## src/rtl/buck_seq_pkg.sv

```systemverilog
package buck_seq_pkg;

  typedef enum logic [1:0] {
    SEQ_IDLE = 2'd0,
    SEQ_RAMP = 2'd1,
    SEQ_RUN  = 2'd2,
    SEQ_TRIP = 2'd3
  } seq_state_e;

endpackage

```

## src/rtl/seq_sync.sv

```systemverilog
module seq_sync #(
  parameter int             W       = 1,
  parameter int             DEPTH   = 2,
  parameter logic [W-1:0]   RST_VAL = '0
) (
  input  logic         clk,
  input  logic         rst_n,
  input  logic [W-1:0] d,
  output logic [W-1:0] q
);

  logic [W-1:0] stage_q [DEPTH];

  generate
    for (genvar i = 0; i < DEPTH; i++) begin : g_stage
      if (i == 0) begin : g_first
        always_ff @(posedge clk or negedge rst_n) begin
          if (!rst_n) stage_q[0] <= RST_VAL;
          else        stage_q[0] <= d;
        end
      end else begin : g_next
        always_ff @(posedge clk or negedge rst_n) begin
          if (!rst_n) stage_q[i] <= RST_VAL;
          else        stage_q[i] <= stage_q[i-1];
        end
      end
    end
  endgenerate

  assign q = stage_q[DEPTH-1];

endmodule

```

## src/rtl/seq_ramp_cnt.sv

```systemverilog
module seq_ramp_cnt #(
  parameter int CW = 10
) (
  input  logic          clk,
  input  logic          rst_n,
  input  logic          tick,
  input  logic          clr,
  input  logic          inc,
  output logic [CW-1:0] cnt_o,
  output logic          half_o,
  output logic          last_o
);

  localparam logic [CW-1:0] LAST_STEP = {{(CW-1){1'b1}}, 1'b0};

  logic [CW-1:0] cnt_q, cnt_d;

  always_comb begin
    cnt_d = cnt_q;
    if (tick) begin
      if (clr)      cnt_d = '0;
      else if (inc) cnt_d = cnt_q + 1'b1;
    end
  end

  always_ff @(posedge clk or negedge rst_n) begin
    if (!rst_n) cnt_q <= '0;
    else        cnt_q <= cnt_d;
  end

  assign cnt_o  = cnt_q;
  assign half_o = cnt_q[CW-1];
  assign last_o = (cnt_q == LAST_STEP);

endmodule

```

## src/rtl/seq_short_filt.sv

```systemverilog
module seq_short_filt #(
  parameter int LEN = 8
) (
  input  logic clk,
  input  logic rst_n,
  input  logic tick,
  input  logic armed,
  input  logic hit,
  output logic trip_o
);

  localparam int            FW   = (LEN > 1) ? $clog2(LEN) : 1;
  localparam logic [FW-1:0] FULL = FW'(LEN - 1);

  logic [FW-1:0] run_q, run_d;
  logic          seen;

  assign seen   = armed && hit;
  assign trip_o = tick && seen && (run_q == FULL);

  always_comb begin
    run_d = run_q;
    if (tick) begin
      if (!seen)              run_d = '0;
      else if (run_q != FULL) run_d = run_q + 1'b1;
    end
  end

  always_ff @(posedge clk or negedge rst_n) begin
    if (!rst_n) run_q <= '0;
    else        run_q <= run_d;
  end

endmodule

```

## src/rtl/seq_ctrl.sv

```systemverilog
module seq_ctrl
  import buck_seq_pkg::*;
(
  input  logic       clk,
  input  logic       rst_n,
  input  logic       tick,
  input  logic       uv_s,
  input  logic       comp_s,
  input  logic       trip,
  input  logic       half,
  input  logic       last,
  output seq_state_e state_o,
  output logic       cnt_clr,
  output logic       cnt_inc,
  output logic       armed
);

  seq_state_e cur_q, nxt, cur_d;

  always_comb begin
    nxt = cur_q;
    if (uv_s) begin
      nxt = SEQ_IDLE;
    end else if (cur_q == SEQ_TRIP) begin
      nxt = SEQ_TRIP;
    end else if (comp_s) begin
      nxt = SEQ_IDLE;
    end else begin
      case (cur_q)
        SEQ_IDLE: nxt = SEQ_RAMP;
        SEQ_RAMP: begin
          if (trip)      nxt = SEQ_TRIP;
          else if (last) nxt = SEQ_RUN;
          else           nxt = SEQ_RAMP;
        end
        SEQ_RUN:  nxt = trip ? SEQ_TRIP : SEQ_RUN;
        default:  nxt = SEQ_IDLE;
      endcase
    end
  end

  assign cur_d = tick ? nxt : cur_q;

  always_ff @(posedge clk or negedge rst_n) begin
    if (!rst_n) cur_q <= SEQ_IDLE;
    else        cur_q <= cur_d;
  end

  assign cnt_inc = (cur_q == SEQ_RAMP) && ((nxt == SEQ_RAMP) || (nxt == SEQ_RUN));
  assign cnt_clr = (nxt == SEQ_IDLE) || (nxt == SEQ_TRIP);
  assign armed   = (cur_q == SEQ_RUN) || ((cur_q == SEQ_RAMP) && half);
  assign state_o = cur_q;

endmodule

```

## src/rtl/buck_softstart_seq.sv

```systemverilog
module buck_softstart_seq
  import buck_seq_pkg::*;
#(
  parameter int RAMP_BITS  = 10,
  parameter int FILT_TICKS = 8,
  parameter int SYNC_DEPTH = 2
) (
  input  logic                 clk,
  input  logic                 rst_n,
  input  logic                 cyc_tick_i,
  input  logic                 vcc_low_i,
  input  logic                 comp_off_i,
  input  logic                 fb_low_i,
  output logic [RAMP_BITS-1:0] ref_code_o,
  output logic                 fb_thr_fixed_o,
  output logic                 hs_drv_en_o,
  output logic                 ls_drv_en_o,
  output logic                 ramp_done_o
);

  localparam int NUM_IN = 3;

  logic              rst_int_n;
  logic [NUM_IN-1:0] raw_in, syn_in;
  logic              uv_s, comp_s, fb_s;
  logic              cnt_clr, cnt_inc, armed, trip, half, last;
  logic              drv_on;
  seq_state_e        state;

  // internal reset: asserts at once, releases after two clocks
  seq_sync #(.W(1), .DEPTH(2), .RST_VAL(1'b0)) u_rst_sync (
    .clk  (clk),
    .rst_n(rst_n),
    .d    (1'b1),
    .q    (rst_int_n)
  );

  // supply-low resets to asserted so nothing starts before it is sampled
  assign raw_in = {vcc_low_i, comp_off_i, fb_low_i};

  seq_sync #(.W(NUM_IN), .DEPTH(SYNC_DEPTH), .RST_VAL(3'b100)) u_in_sync (
    .clk  (clk),
    .rst_n(rst_int_n),
    .d    (raw_in),
    .q    (syn_in)
  );

  assign uv_s   = syn_in[2];
  assign comp_s = syn_in[1];
  assign fb_s   = syn_in[0];

  seq_ctrl u_ctrl (
    .clk    (clk),
    .rst_n  (rst_int_n),
    .tick   (cyc_tick_i),
    .uv_s   (uv_s),
    .comp_s (comp_s),
    .trip   (trip),
    .half   (half),
    .last   (last),
    .state_o(state),
    .cnt_clr(cnt_clr),
    .cnt_inc(cnt_inc),
    .armed  (armed)
  );

  seq_ramp_cnt #(.CW(RAMP_BITS)) u_ramp (
    .clk   (clk),
    .rst_n (rst_int_n),
    .tick  (cyc_tick_i),
    .clr   (cnt_clr),
    .inc   (cnt_inc),
    .cnt_o (ref_code_o),
    .half_o(half),
    .last_o(last)
  );

  seq_short_filt #(.LEN(FILT_TICKS)) u_filt (
    .clk   (clk),
    .rst_n (rst_int_n),
    .tick  (cyc_tick_i),
    .armed (armed),
    .hit   (fb_s),
    .trip_o(trip)
  );

  // supply-low removes drive without waiting for a tick
  assign drv_on         = ((state == SEQ_RAMP) || (state == SEQ_RUN)) && !uv_s;
  assign hs_drv_en_o    = drv_on;
  assign ls_drv_en_o    = drv_on;
  assign ramp_done_o    = (state == SEQ_RUN);
  assign fb_thr_fixed_o = (state == SEQ_RUN);

endmodule

```

## config.mk

```make
export PLATFORM = sky130hd
export DESIGN_NAME = buck_softstart_seq
export DESIGN_NICKNAME = d
export VERILOG_FILES = /design/src/rtl/buck_seq_pkg.sv /design/src/rtl/seq_sync.sv /design/src/rtl/seq_ramp_cnt.sv /design/src/rtl/seq_short_filt.sv /design/src/rtl/seq_ctrl.sv /design/src/rtl/buck_softstart_seq.sv
export SDC_FILE = /design/constraint.sdc
export NUM_CORES = 1
export LEC_CHECK = 0
export BUFFER_PORTS_ARGS = -buffer_cell sky130_fd_sc_hd__clkbuf_2
export CELL_PAD_IN_SITES_DETAIL_PLACEMENT = 1
export CELL_PAD_IN_SITES_GLOBAL_PLACEMENT = 2
export CORE_MARGIN = 1
export CORE_UTILIZATION = 36
export DETAILED_ROUTE_END_ITERATION = 10
export PLACE_DENSITY_LB_ADDON = 0.1
export REMOVE_ABC_BUFFERS = 1
export SETUP_SLACK_MARGIN = 0.5
export SKIP_LAST_GASP = 1
export SYNTH_ARGS = -nofsm -noshare
export SYNTH_HDL_FRONTEND = slang
export SYNTH_SLANG_ARGS = --single-unit
```

## constraint.sdc

```tcl
create_clock -name clk -period 3 [get_ports clk]
set_clock_uncertainty 0.05 [all_clocks]
set_input_delay 0.45 -clock clk [delete_from_list [all_inputs] [get_ports clk]]
set_output_delay 0.45 -clock clk [all_outputs]
set_load 0.01 [all_outputs]
```

==> impl_metrics.prom <==
# TYPE chip_impl_metric gauge
chip_impl_info{name="result_of_the_run",value="finished, final reports clean"} 1
chip_impl_metric{name="drv_slew",unit=""} 0
chip_impl_metric{name="post_synth_instance_area",unit="um^2"} 1270
chip_impl_metric{name="design.final.nets",unit=""} 164
chip_impl_info{name="cell_chosen_for_the_clock_root",value="sky130_fd_sc_hd__clkbuf_4"} 1
chip_impl_metric{name="dp_cells",unit=""} 185
chip_impl_metric{name="wire_per_inst",unit="um"} 15.5
chip_impl_metric{name="maximum_fanout_count_along_the_critical_path",unit=""} 7
chip_impl_metric{name="drtPass1Iterations",unit=""} 4
chip_impl_info{name="yosys.area.top_type",value="sky130_fd_sc_hd__dfrtp_1"} 1
chip_impl_metric{name="start_util",unit="%"} 37.7
chip_impl_metric{name="worst_ep_arrival_time",unit="ns"} 2.62
chip_impl_metric{name="remaining_drc_errors",unit=""} 0
chip_impl_metric{name="dr.first_iter.drc_count",unit=""} 43
chip_impl_metric{name="internal_power",unit="mW"} 0.398
chip_impl_metric{name="layout_worst_path_cycle_share",unit="%"} 80.6
chip_impl_metric{name="avgViaCountPerCell",unit=""} 5.48
chip_impl_info{name="rsz0062_at_grt",value="no"} 1
chip_impl_info{name="timing.critical_path.to_type",value="flop"} 1
chip_impl_metric{name="synth.distinct_cells",unit=""} 36
chip_impl_metric{name="setup_total_negative_slack",unit="ns"} 0
chip_impl_info{name="worst_r2r_startpoint",value="u_ctrl.state_o[0]"} 1
chip_impl_metric{name="die-area",unit="um^2"} 3760
chip_impl_metric{name="drt-total-wl",unit="mm"} 3.01
chip_impl_metric{name="hold_violations",unit=""} 0
chip_impl_metric{name="worst_skew_pair.late_latency",unit="ns"} 0.32
chip_impl_info{name="most-common-layout-cells",value="sky130_fd_sc_hd__dfrtp_1 (20), sky130_fd_sc_hd__clkbuf_2 (19), sky130_fd_sc_hd__inv_1 (11)"} 1
chip_impl_metric{name="groute.usage.overall",unit="%"} 18.0
chip_impl_metric{name="globalRoute.totalOverflow",unit=""} 0
chip_impl_metric{name="global_route_wire_length_before_repair",unit="mm"} 4.90
chip_impl_metric{name="met2_usage_in_global_routing",unit="%"} 30.0
chip_impl_metric{name="gp_congestion",unit=""} 0.720
chip_impl_metric{name="synth.ff_latch_count",unit=""} 23
chip_impl_metric{name="finalWorstPathRequiredPeriod",unit="ns"} 2.42
chip_impl_metric{name="place_area",unit="um^2"} 1390
chip_impl_metric{name="setup_ws",unit="ns"} 0.581
chip_impl_metric{name="die_h",unit="um"} 61.3
chip_impl_metric{name="syn-mean-instance-area",unit="um^2"} 10.1
chip_impl_metric{name="dp_slack",unit="ns"} 0.391
chip_impl_metric{name="clk_pin_slew",unit="ns"} 0.13
chip_impl_metric{name="sequential_share_of_the_synthesized_area",unit="%"} 45.6
chip_impl_metric{name="reg2reg_slack",unit="ns"} 0.58
chip_impl_metric{name="dp.final_hpwl",unit="mm"} 2.10
chip_impl_info{name="worst_r2r_endpoint",value="u_ramp.cnt_o[4]"} 1
chip_impl_metric{name="grt_util_met1",unit="%"} 22.8
chip_impl_metric{name="p_per_area",unit="nW/um^2"} 370
chip_impl_info{name="type_of_the_worst_setup_path",value="reg2reg"} 1
chip_impl_info{name="min_path_type",value="in2reg"} 1
chip_impl_metric{name="maxCapViolations",unit=""} 0
chip_impl_metric{name="grt_pass1_vias",unit=""} 1046
chip_impl_metric{name="final_cell_area",unit="um^2"} 1470
chip_impl_metric{name="worst_r2r_path_depth",unit=""} 9
chip_impl_metric{name="yosys.area.top_type_share",unit="%"} 41.5
chip_impl_info{name="cts_tree",value="yes"} 1
chip_impl_metric{name="final_cell_count_no_fill",unit=""} 194
chip_impl_metric{name="worst-slew-pin-transition",unit="ns"} 0.891
chip_impl_metric{name="routed-via-count",unit=""} 1063
chip_impl_metric{name="design.portCount",unit=""} 20
chip_impl_metric{name="clock_tree.buffer_depth",unit=""} 2
chip_impl_metric{name="coreArea",unit="um^2"} 3360
chip_impl_metric{name="die_width",unit="um"} 61.3
chip_impl_metric{name="grt_start_max_net_pins",unit=""} 27
chip_impl_info{name="crit_start",value="u_ctrl.state_o[0]"} 1
chip_impl_metric{name="antenna_diode_count",unit=""} 0
chip_impl_metric{name="drive_above_1_share",unit="%"} 27.7
chip_impl_metric{name="power.static_leakage",unit="nW"} 0.657
chip_impl_metric{name="cts.sink_count",unit=""} 23
chip_impl_metric{name="antenna_violating_nets_post_route",unit=""} 0
chip_impl_metric{name="final_core_util",unit="%"} 43.8
chip_impl_metric{name="peak_vdd_ir",unit="uV"} 148
chip_impl_metric{name="power.share.switching",unit="%"} 27.1
chip_impl_metric{name="portBuffers",unit=""} 19
chip_impl_metric{name="seq_power_share",unit="%"} 60.4
chip_impl_metric{name="post-layout-total-power",unit="mW"} 0.545
chip_impl_metric{name="clock.fmax",unit="MHz"} 413
chip_impl_metric{name="post_synth_inst_count",unit=""} 126
chip_impl_info{name="grt_busiest_layer",value="met2"} 1
chip_impl_metric{name="rows",unit=""} 21
chip_impl_metric{name="switching_power",unit="mW"} 0.148
chip_impl_metric{name="syn_to_final_growth",unit="%"} 16.1
chip_impl_metric{name="report.final.setup_viol",unit=""} 0
chip_impl_metric{name="cp_data_required_time",unit="ns"} 3.20
chip_impl_metric{name="ys_warns",unit=""} 0
chip_impl_metric{name="worst_slew_margin_rel",unit="%"} 40.6
chip_impl_metric{name="hold-worst-slack",unit="ns"} 0.150
chip_impl_metric{name="antenna_found_initial",unit=""} 0
chip_impl_info{name="worstSetupStartpointType",value="flop"} 1
chip_impl_metric{name="clock_tree.htree_level_count",unit=""} 1
chip_impl_info{name="netlist_top_cells_area",value="sky130_fd_sc_hd__dfrtp_1 (41%), sky130_fd_sc_hd__ha_1 (8.9%), sky130_fd_sc_hd__nand4_1 (4.4%)"} 1
chip_impl_metric{name="numCtsBuffers",unit=""} 3
chip_impl_metric{name="clock_power_share",unit="%"} 27.4
chip_impl_info{name="worst_setup_path_endpoint",value="u_ramp.cnt_o[4]"} 1
chip_impl_metric{name="power.share.combinational",unit="%"} 12.1
chip_impl_metric{name="grtUsageMet3",unit="%"} 3.36
chip_impl_info{name="final_common_cell",value="sky130_fd_sc_hd__dfrtp_1"} 1
per-layer routing:
layer  up-vias  share of wire [%]  wire length (um)
li1        497                  -                 -
met1       540                 45              1370
met2        20                 50              1520
met3         6                2.4                71
met4         0                1.9                58
met5         -                  0                 0
power by group through the flow:
stage / clock network (mW) / registers, mW / logic (mW)
6_report: 0.149 / 0.329 / 0.0662
3_3_place_gp: 0 / 0.336 / 0.0548
5_1_grt: 0.165 / 0.332 / 0.0721
2_1_floorplan: 0 / 0.333 / 0.0297
4_1_cts: 0.156 / 0.331 / 0.0589
3_5_place_dp: 0 / 0.336 / 0.0571
flip-flops by register name, summed over array words and instances (netlist names):
signal              cells
u_ctrl.state_o          2
u_rst_sync.stage_q      1
u_in_sync.stage_q       3
u_ramp.cnt_o           10
u_filt.run_q            3
u_in_sync.q             3
u_rst_sync.q            1
synthesized netlist by cell type (all sizes together):
master	instances
conb	1
a21oi	1
dfrtp	21
o21ai	3
nand3	8
a21o	1
or3	1
o211ai	3
nand4b	3
o31a	3
and4	1
dfstp	2
nor2b	3
nor3	4
inv	11
a22o	2
nand2	6
ha	9
clkbuf	2
and4b	1
buf	7
o221ai	6
and3	1
nand4	9
nor2	6
mux2	1
mux2i	1
xor2	1
o311ai	1
nand3b	1
o22ai	1
nand2b	5
cells by family after synthesis:
| group | after synthesis | share of synthesized area, % |
|---|---|---|
| muxes | 2 | 1.68 |
| AOI/OAI and AO/OA | 21 | 12.9 |
| buffers and inverters | 20 | 7.70 |
| DFF | 23 | 45.6 |
| adders and majority gates | 9 | 8.88 |
| xor gates and xnor gates | 1 | 0.691 |
| and+or+nand+nor | 49 | 22.2 |
| other | 1 | 0.296 |
what timing repair did:
item,CTS,global route
endpoints found under the setup margin,9,9
setup buffers,0,4
hold endpoints to repair,2,0
hold buffers,1,0
gates resized for setup,2,2
pin swaps,0,1
how the worst min path moves through the flow:
stage | startpoint | end | slack, ns | cells after the start
after floorplan | rst_n | u_rst_sync.q | 0.10 | 0
after global placement | rst_n | u_rst_sync.q | 0.19 | 1
after detailed placement | rst_n | u_rst_sync.stage_q[1] | 0.19 | 1
after CTS | vcc_low_i | u_in_sync.stage_q[5] | 0.14 | 1
after global routing | vcc_low_i | u_in_sync.stage_q[5] | 0.14 | 1
final | vcc_low_i | u_in_sync.stage_q[5] | 0.15 | 1
cell type report:
class	count	area, um^2
timing repair buffer	27	158
clock buffer	4	26.3
sequential	23	579
fill	408	1890
tap	46	57.6
multi-input combinational	83	609
inverter	11	41.3
worst max-delay path, stage by stage (launching register included):
cell                       delay, ns
sky130_fd_sc_hd__dfrtp_1        0.43
sky130_fd_sc_hd__inv_1          0.10
sky130_fd_sc_hd__ha_1           0.27
sky130_fd_sc_hd__a21o_2         0.22
sky130_fd_sc_hd__and4_2         0.24
sky130_fd_sc_hd__o31a_2         0.36
sky130_fd_sc_hd__xor2_2         0.21
sky130_fd_sc_hd__nand2_2        0.15
sky130_fd_sc_hd__buf_4          0.17
sky130_fd_sc_hd__o221ai_1       0.16
No activity file was read; power rests on OpenSTA's default activity.
